File: config.mk
export PLATFORM = sky130hd
export DESIGN_NAME = sw_drv_regs
export DESIGN_NICKNAME = d
export VERILOG_FILES = /design/src/rtl/sw_pkg.sv /design/src/rtl/sw_pwm_sync.sv /design/src/rtl/sw_ctl_reg.sv /design/src/rtl/sw_stat_cap.sv /design/src/rtl/sw_out_gate.sv /design/src/rtl/sw_drv_regs.sv
export SDC_FILE = /design/constraint.sdc
export NUM_CORES = 1
export LEC_CHECK = 0
export ABC_AREA = 0
export BUFFER_PORTS_ARGS = -buffer_cell sky130_fd_sc_hd__buf_2
export CAP_MARGIN = 15
export CELL_PAD_IN_SITES_DETAIL_PLACEMENT = 1
export CELL_PAD_IN_SITES_GLOBAL_PLACEMENT = 1
export CORE_MARGIN = 4
export CORE_UTILIZATION = 33
export CTS_BUF_LIST = sky130_fd_sc_hd__clkbuf_4 sky130_fd_sc_hd__clkbuf_8 sky130_fd_sc_hd__clkbuf_16
export CTS_CLUSTER_SIZE = 30
export DETAILED_ROUTE_END_ITERATION = 8
export GPL_ROUTABILITY_DRIVEN = 0
export HOLD_SLACK_MARGIN = 0.08
export MAX_ROUTING_LAYER = met4
export PLACE_DENSITY_LB_ADDON = 0.1
export SKIP_CTS_REPAIR_TIMING = 1
export SYNTH_ARGS = -nofsm -noshare
export SYNTH_HDL_FRONTEND = slang
export SYNTH_SLANG_ARGS = --single-unit
File: constraint.sdc
create_clock -name clk_i -period 0.8 [get_ports clk_i]
set_input_delay 0.12 -clock clk_i [delete_from_list [all_inputs] [get_ports clk_i]]
set_output_delay 0.12 -clock clk_i [all_outputs]
set_load 0.03 [all_outputs]
File: src/rtl/sw_pkg.sv
package sw_pkg;
  localparam int unsigned N_SW = 2;
  localparam int unsigned CW   = 2 * N_SW;
  typedef logic [CW-1:0] nib_t;
endpackage

File: src/rtl/sw_pwm_sync.sv
module sw_pwm_sync #(
  parameter int unsigned STAGES = 2
) (
  input  logic clk_i,
  input  logic rst_ni,
  input  logic d_i,
  output logic q_o
);
  logic [STAGES-1:0] sh_q;

  always_ff @(posedge clk_i or negedge rst_ni) begin
    if (!rst_ni) sh_q <= '0;
    else         sh_q <= {sh_q[STAGES-2:0], d_i};
  end

  assign q_o = sh_q[STAGES-1];
endmodule

File: src/rtl/sw_ctl_reg.sv
module sw_ctl_reg
  import sw_pkg::*;
(
  input  logic clk_i,
  input  logic rst_ni,
  input  logic wr_i,
  input  nib_t wdata_i,
  input  logic clr_i,
  output nib_t ctl_o
);
  nib_t ctl_q;

  always_ff @(posedge clk_i or negedge rst_ni) begin
    if (!rst_ni)   ctl_q <= '0;
    else if (clr_i) ctl_q <= '0;
    else if (wr_i)  ctl_q <= wdata_i;
  end

  assign ctl_o = ctl_q;

  a_r12_clear_wins: assert property (@(posedge clk_i) disable iff (!rst_ni)
    clr_i |=> ctl_q == '0);
  a_r2_write_loads: assert property (@(posedge clk_i) disable iff (!rst_ni)
    (wr_i && !clr_i) |=> ctl_q == $past(wdata_i));
  a_r6_hold: assert property (@(posedge clk_i) disable iff (!rst_ni)
    (!wr_i && !clr_i) |=> $stable(ctl_q));
endmodule

File: src/rtl/sw_stat_cap.sv
module sw_stat_cap
  import sw_pkg::*;
(
  input  logic              clk_i,
  input  logic              rst_ni,
  input  logic [N_SW-1:0]   ol_i,
  input  logic [N_SW-1:0]   cl_i,
  input  logic              therm_i,
  input  logic              acc_i,
  output nib_t              rsp_o
);
  nib_t raw, stat_q, rsp_q;

  for (genvar i = 0; i < N_SW; i++) begin : g_pair
    assign raw[2*i+1] = ol_i[i];
    assign raw[2*i]   = cl_i[i];
  end

  always_ff @(posedge clk_i or negedge rst_ni) begin
    if (!rst_ni) begin
      stat_q <= '0;
      rsp_q  <= '0;
    end else begin
      stat_q <= therm_i ? '1 : raw;
      if (acc_i) rsp_q <= stat_q;
    end
  end

  assign rsp_o = rsp_q;

  a_r8_therm_all_set: assert property (@(posedge clk_i) disable iff (!rst_ni)
    therm_i |=> stat_q == '1);
  a_r5_rsp_prior: assert property (@(posedge clk_i) disable iff (!rst_ni)
    acc_i |=> rsp_q == $past(stat_q));
endmodule

File: src/rtl/sw_out_gate.sv
module sw_out_gate
  import sw_pkg::*;
(
  input  logic            clk_i,
  input  logic            rst_ni,
  input  nib_t            ctl_i,
  input  logic            pwm_i,
  input  logic            therm_i,
  output logic [N_SW-1:0] sw_o
);
  for (genvar i = 0; i < N_SW; i++) begin : g_sw
    logic on, pen;
    assign on   = ctl_i[i];
    assign pen  = ctl_i[N_SW+i];
    assign sw_o[i] = on && !therm_i && (pen ? pwm_i : 1'b1);

    a_r4_off_when_clear: assert property (@(posedge clk_i) disable iff (!rst_ni)
      !on |-> !sw_o[i]);
  end

  a_r9_therm_forces_off: assert property (@(posedge clk_i) disable iff (!rst_ni)
    therm_i |-> sw_o == '0);
endmodule

File: src/rtl/sw_drv_regs.sv
module sw_drv_regs
  import sw_pkg::*;
(
  input  logic       clk_i,
  input  logic       rst_ni,
  input  logic       wr_i,
  input  logic       rd_i,
  input  logic [3:0] wdata_i,
  output logic [3:0] rsp_o,
  input  logic       pwm_i,
  input  logic [1:0] ol_i,
  input  logic [1:0] cl_i,
  input  logic [1:0] ot_i,
  input  logic       vs_ov_i,
  input  logic       hv_shdn_en_i,
  input  logic       mode_rst_i,
  input  logic       ext_rst_i,
  output logic [1:0] sw_o
);
  logic therm, clr, pwm_s;
  nib_t ctl;

  assign therm = |ot_i;
  assign clr   = therm | mode_rst_i | ext_rst_i | (vs_ov_i & hv_shdn_en_i);

  sw_pwm_sync #(.STAGES(2)) u_sync (
    .clk_i(clk_i), .rst_ni(rst_ni), .d_i(pwm_i), .q_o(pwm_s)
  );

  sw_ctl_reg u_ctl (
    .clk_i(clk_i), .rst_ni(rst_ni), .wr_i(wr_i), .wdata_i(wdata_i),
    .clr_i(clr), .ctl_o(ctl)
  );

  sw_stat_cap u_stat (
    .clk_i(clk_i), .rst_ni(rst_ni), .ol_i(ol_i), .cl_i(cl_i),
    .therm_i(therm), .acc_i(wr_i | rd_i), .rsp_o(rsp_o)
  );

  sw_out_gate u_gate (
    .clk_i(clk_i), .rst_ni(rst_ni), .ctl_i(ctl), .pwm_i(pwm_s),
    .therm_i(therm), .sw_o(sw_o)
  );

  a_r10_ov_clears: assert property (@(posedge clk_i) disable iff (!rst_ni)
    (vs_ov_i && hv_shdn_en_i) |=> sw_o == '0 || ot_i != '0 || $past(wr_i));
endmodule

# ---- Word level (Yosys, flattened, before mapping)
# Cells that the tools add are included.
dict set report word_totals {
  register_bits 14
  latchBits 0
  mem_bits_rw 0
  romBits 0
  input_bits 19
  output_inout_bits 6
  word_cells 21
  mem_count 0
}
dict set report classes {
  n_addsub 0
  multipliers 0
  div_mod_pow 0
  magnitude_cmp 0
  n_eq_ne 0
  n_shift 0
  muxes 5
  n_bitwise 5
  n_reduce_logical 7
}
# operator count
set op_table {}
lappend op_table {{$mux W4} 3}
lappend op_table {{$logic_and A1 B1 Y1} 4}
lappend op_table {{$or A1 B1 Y1} 4}
lappend op_table {{$mux W1} 2}
lappend op_table {{$reduce_bool A2 Y1} 1}
lappend op_table {{$reduce_or A2 Y1} 1}
lappend op_table {{$and A1 B1 Y1} 1}
lappend op_table {{$logic_not A1 Y1} 1}

# ---- Depth between registers and ports, before layout
# Gate-level depths: netlist of the first run.
dict set report logic_depth {
  ltp_word 5
  mapped_depth 3
  ltp_nobuf 2
}

# ---- By module
# Synthesis of the first run repeated with hierarchy kept, for this count alone.
dict set report unflattened {
  cells_unflattened 38
  area_unflattened_um2 534.3
}
# mod n_inst cells_each area_per_inst_um2 seq_area_each_um2
set modules_own_cells {}
lappend modules_own_cells {sw_stat_cap 1 16 270.3 200.2}
lappend modules_own_cells {sw_ctl_reg 1 13 160.2 100.1}
lappend modules_own_cells {sw_pwm_sync 1 2 50.0 50.0}
lappend modules_own_cells {sw_out_gate 1 4 27.5 0.0}
lappend modules_own_cells {sw_drv_regs 1 3 26.3 0.0}

# ---- Worst setup path before layout of the first run
# No wires, ideal clock.
dict set report synth_timing {
  path_type {input port to flip-flop}
  start {input port wr_i}
  end {register u_stat.rsp_q[0] (netlist: u_stat.rsp_o[0])}
  setup_time_ns 0.125
  arrival_ns 0.834
  slack_ns -0.158
  path_stages 3
  n_path_buf 1
  path_cell_list {buf_2 nor2_1 mux2_2}
}
dict set report synth_via {
  elab_chain_cells 1
}
# item line
set synth_lines {}
lappend synth_lines {{start, declared} sw_drv_regs.sv:6} ;# input logic wr_i,
lappend synth_lines {{$or A1 B1 Y1} sw_drv_regs.sv:37} ;# .therm_i(therm), .acc_i(wr_i | rd_i), .rsp_o(rsp_o)
lappend synth_lines {{end signal, assigned} sw_stat_cap.sv:25} ;# if (acc_i) rsp_q <= stat_q;
lappend synth_lines {{end, declared} sw_stat_cap.sv:12} ;# nib_t raw, stat_q, rsp_q;
# No other way between the ends.
# A chain may end at the register's enable or synchronous reset.

# ---- Final worst setup path of the first run
dict set report layout_timing {
  start {register u_sync.sh_q[1]}
  end {output port sw_o[1]}
}
dict set report layout_via {
  elab_chain_cells 2
}
# item line
set layout_lines {}
lappend layout_lines {{start, declared} sw_pwm_sync.sv:9} ;# logic [STAGES-1:0] sh_q;
lappend layout_lines {{start signal, assigned} sw_pwm_sync.sv:13} ;# else sh_q <= {sh_q[STAGES-2:0], d_i};
lappend layout_lines {{$mux W1} sw_out_gate.sv:15} ;# assign sw_o[i] = on && !therm_i && (pen ? pwm_i : 1'b1);
lappend layout_lines {{$logic_and A1 B1 Y1} sw_out_gate.sv:15}
lappend layout_lines {{end, declared} sw_drv_regs.sv:18} ;# output logic [1:0] sw_o
# No other way between the ends.

==> results of run 1 <==
## power by group through the flow
stage	clock [mW]	combinational, mW	sequential [mW]
6_report	0.485	0.201	0.748
3_5_place_dp	0	0.171	0.759
3_3_place_gp	0	0.168	0.758
2_1_floorplan	0	0.0632	0.779
4_1_cts	0.504	0.172	0.744
5_1_grt	0.533	0.219	0.752
## cells in the final DEF (no fill, tap or decap), drive strengths merged, types with 2 or more instances in the layout
cell / synthesis / final
buf: 1 / 27
dfrtp: 14 / 14
or3: 4 / 4
nor3: 4 / 4
mux2: 4 / 4
mux2i: 4 / 4
clkbuf: 0 / 4
nand2b: 2 / 2
and3: 2 / 2
dlygate4sd3: 0 / 2
nor2: 2 / 2
## critical path, stage by stage (launching register included)
cell	delay (ns)
dfrtp_1	0.39
nand2b_4	0.14
and3_4	0.17
buf_6	0.13
## kinds of logic (layout without fill, tap and decap cells)
kind of cell,after synthesis,in the layout
simple gates,16,16
buf+inv,1,33
flops,14,14
mux,8,8
## worst max path at each step
stage,start,to,slack (ns),depth (start not counted)
2_1_floorplan,ot_i[0],u_ctl.ctl_o[0],-0.06,2
3_3_place_gp,ot_i[0],u_ctl.ctl_o[3],-0.20,3
3_5_place_dp,ot_i[0],u_ctl.ctl_o[3],-0.21,3
4_1_cts,u_sync.sh_q[1],sw_o[1],-0.48,3
5_1_grt,u_sync.sh_q[1],sw_o[1],-0.46,3
6_report,u_sync.sh_q[1],sw_o[1],-0.43,3
## flip-flops by register name (all words and copies together) (netlist names)
register and flops:
u_ctl.ctl_o 4, u_stat.rsp_o 4, u_stat.stat_q 4, u_sync.sh_q 2
## per-layer routing
metal,vias up,share of wire,GRT usage
li1,200,-,-
met1,189,0.42,0.134
met2,21,0.48,0.157
met3,2,0.095,0.0429
met4,0,0.0069,0.0538
met5,-,0,-
## stage by stage
stage | TNS (ns) | util | setup WS [ns] | cells
final | -1.45 | 0.573 | -0.426 | 87
after global routing | -1.71 | 0.573 | -0.459 | 87
after CTS | -1.64 | 0.510 | -0.476 | 84
after detailed placement | -1.83 | 0.486 | -0.211 | 80
after global placement | -1.72 | 0.486 | -0.197 | 80
after floorplan | -0.441 | - | -0.0607 | 39
## cell type report
type,count,area (um2),share of cell area
sequential,14,355,0.407
multi-input combinational,24,262,0.299
timing repair buffer,29,200,0.229
clock buffer,4,36.3,0.0415
tap,16,20.0,0.0229
==> impl_metrics.ini, run 1 <==
[yosys]
synthTopCellsByArea = dfrtp_1 65%, mux2_2 8.3%, mux2i_1 7.4%
synth_xor_area_frac = 0
synthAdderAreaFrac = 0
synth-edff-count = 0
synth_common_cells = 14 x dfrtp_1, 4 x mux2_2, 4 x mux2i_1, 4 x nor3_1, 4 x or3_2
synth_compound_area_frac = 0
async_flop_share = 1.00
synth.avg_cell_area_um2 = 13.9
synthFlopType = dfrtp_1
synth_top_family_by_area = simple AND/OR/NAND/NOR gates
yosys_warnings = 0
yosys_register_bits = 14
synthesis.nets = 58
yosysTopAreaCell = dfrtp_1
synth_top_cell_area_share = 0.648
seq_area_frac_synth = 0.648
syn-instance-count = 39
syn_area_um2 = 541
yosys.area_share.simple = 0.185
ys_types = 11
synth_mux_area_frac = 0.157
synth.most_common_cell = dfrtp_1

[placement]
placed_cell_area_um2 = 741
hpwlAfterDp_um = 955
numPortBuffers = 24

[cells_and_area]
drive_above_1_share = 0.761
diodes = 0
design_area_um2 = 873
area_growth_pct = 61.6
fill_cells = 165
final_nets = 91

[routing]
avgViaCountPerCell = 4.74
wire_per_inst_um = 13.4
post-route-drc-count = 0
wl_mm = 1.16
ant_nets = 0
first_iter_violations = 1
via_count = 412
drtPass1Iterations = 2

[run_status]
violations = setup timing
status = finished with violations

[worst_setup_path]
r2r-start = u_ctl.ctl_o[3]
path_class = flop to output port
timing.rr.end = u_ctl.ctl_o[3]
r2r_cells = 3
crit_path_start_kind = flop
ff2ff_setup_slack_ns = -0.07
arrival_ns = 1.11
endpoint_kind = output port
crit_fanout = 2
cp.required_ns = 0.68

[die]
dieArea_um2 = 2350
initial_core_util = 0.355
core_area_um2 = 1520
core.rowCount = 14
fp.dieH_um = 48.5
io-pin-count = 25
die_x_um = 48.5

[sta]
skew_ns = 0.00364
hold_viol = 0
drv_slew = 0
fin_crit_ns = 1.23
period_share = 1.53
slew_headroom = 0.780
whs_ns = 0.0509
final.setup.worst_slack_ns = -0.426
rsz0062_at_grt = true
setup_viol = 7
tightest_slew_ns = 0.330
max_clock_freq_ghz = 0.816

[global_route]
grt_antenna_before_repair = 0
grt_pass1_wl_mm = 1.93
grt_max_degree = 15
track_usage = 0.109
grt_overflow = 0
grt_pass1_vias = 447

[min_path]
hold_path_class = primary input to flop
whs_path_depth = 2
worstHoldStart = cl_i[1]
hold_end = u_stat.stat_q[2]

[power]
clkPwrFrac = 0.338
irDropWorstVdd_v = 0.000918
leakage_nw = 0.391
p_per_area_nw_per_um2 = 1640
switchingPower_uw = 314
power_frac_comb = 0.141
p_seq_frac = 0.522
total_power_mw = 1.43
power.internal_mw = 1.12
switching_share = 0.219

[clocking]
htreeDepth = 1
cts_tree = yes
clk_latency_ns = 0.27
clk_pin_slew_ns = 0.08
clock-sinks = 14
cts_buffers = 3
ctsRootBufferMaster = clkbuf_4
cts_max_path_buffers = 2

[run]
drv_cap = 0
Note: power is estimated with default switching activity, not from simulation.
==> run 2, diff against run 1 <==
Settings changed: MAX_ROUTING_LAYER met4 to unset.
==> run 2 against run 1 <==
Effect of this change: setup slack about the same; worst hold slack about the same; critical path depth unchanged; register-to-register slack about the same; routed wire length unchanged; largest power group unchanged; combinational power about the same; sequential cell count unchanged; the run still ends with setup timing left; global-route usage down 0.29 points; power about the same; clock power about the same; final cell count unchanged.
==> impl_metrics.ini, run 2 (same netlist as run 1, synthesis figures left out) <==
[min_path]
hold_end = u_stat.stat_q[2]
worstHoldStart = cl_i[1]
whs_path_depth = 2
hold_path_class = primary input to flop

[routing]
avgViaCountPerCell = 4.74
post-route-drc-count = 0
drtPass1Iterations = 2
ant_nets = 0
first_iter_violations = 1
wire_per_inst_um = 13.4
via_count = 412
wl_mm = 1.16

[clocking]
htreeDepth = 1
clk_pin_slew_ns = 0.08
clk_latency_ns = 0.27
cts_buffers = 3
cts_max_path_buffers = 2
cts_tree = yes
ctsRootBufferMaster = clkbuf_4
clock-sinks = 14

[die]
io-pin-count = 25
dieArea_um2 = 2350
initial_core_util = 0.355
core.rowCount = 14
fp.dieH_um = 48.5
core_area_um2 = 1520
die_x_um = 48.5

[cells_and_area]
final_core_util = 0.573
diodes = 0
multi_input_area_um2 = 262
drive_above_1_share = 0.761
register_area_um2 = 355
final_cell_mix = 18 x buf_2, 10 x dfrtp_1, 6 x buf_6
layout_commonest_cell = buf_2
fill_cells = 165
area_growth_pct = 61.6
final_nets = 91

[sta]
slew_headroom = 0.780
fin_crit_ns = 1.23
tightest_slew_ns = 0.330
rsz0062_at_grt = true
final.setup.worst_slack_ns = -0.426
drv_slew = 0
max_clock_freq_ghz = 0.816
setup_viol = 7
finalSetupTns_ns = -1.45
period_share = 1.53
skew_ns = 0.00359
hold_viol = 0

[worst_setup_path]
crit_fanout = 2
arrival_ns = 1.11
cp.required_ns = 0.68
r2r-start = u_ctl.ctl_o[3]
crit_path_start_kind = flop
ff2ff_setup_slack_ns = -0.07
r2r_cells = 3
timing.rr.end = u_ctl.ctl_o[3]
endpoint_kind = output port
path_class = flop to output port

[power]
leakage_nw = 0.391
irDropWorstVdd_v = 0.000918
p_per_area_nw_per_um2 = 1640

[run_status]
status = finished with violations
violations = setup timing

[placement]
hpwlAfterDp_um = 955
dp_slack_ns = -0.211
numPortBuffers = 24

[global_route]
grt_overflow = 0
grt_max_degree = 15
track_usage = 0.106
grt_pass1_vias = 446
grt_antenna_before_repair = 0
grt_pass1_wl_mm = 1.93

[run]
drv_cap = 0
[run 2: cell counts in the layout (fill, tap and decap cells not counted)]
No cell type changed its count.
[run 2: how the worst max path moves through the flow]
| stage | from | endpoint | slack (ns) | cells past startpoint |
|---|---|---|---|---|
| floorplan | ot_i[0] | u_ctl.ctl_o[0] | -0.06 | 2 |
| global placement | ot_i[0] | u_ctl.ctl_o[3] | -0.20 | 3 |
| CTS | u_sync.sh_q[1] | sw_o[1] | -0.48 | 3 |
| detailed placement | ot_i[0] | u_ctl.ctl_o[3] | -0.21 | 3 |
| global route | u_sync.sh_q[1] | sw_o[1] | -0.46 | 3 |
| finish | u_sync.sh_q[1] | sw_o[1] | -0.43 | 3 |
[run 2: layer usage]
metal,track usage,wire (um),vias up
li1,-,-,200
met1,0.132,492,189
met2,0.157,553,21
met3,0.0460,109,2
met4,0.0538,8,0
met5,0,0,-
[run 2: stage by stage]
| stage | area (um2) | hold slack [ns] | instances | power [mW] |
|---|---|---|---|---|
| after floorplan | 593 | -0.176 | 39 | 0.842 |
| after global placement | 741 | 0.0224 | 80 | 0.926 |
| after detailed placement | 741 | 0.0296 | 80 | 0.930 |
| after CTS | 777 | -0.267 | 84 | 1.42 |
| after global routing | 873 | 0.0424 | 87 | 1.50 |
| final | 873 | 0.0508 | 87 | 1.43 |
[run 2: final cells by class]
class / count / share of cell area
timing repair buffer: 29 / 0.229
multi-input combinational: 24 / 0.299
sequential: 14 / 0.407
clock buffer: 4 / 0.0415
tap: 16 / 0.0229
[run 2: power by group]
part	leakage [nW]	switching, mW	total [mW]	internal [mW]
registers	0.153	0.0137	0.748	0.734
clock network	0.0210	0.209	0.485	0.276
logic	0.217	0.0920	0.202	0.109
[run 2: worst max-delay path, stage by stage, from the launching register on]
cell      delay [ns]
dfrtp_1         0.39
nand2b_4        0.14
and3_4          0.17
buf_6           0.13
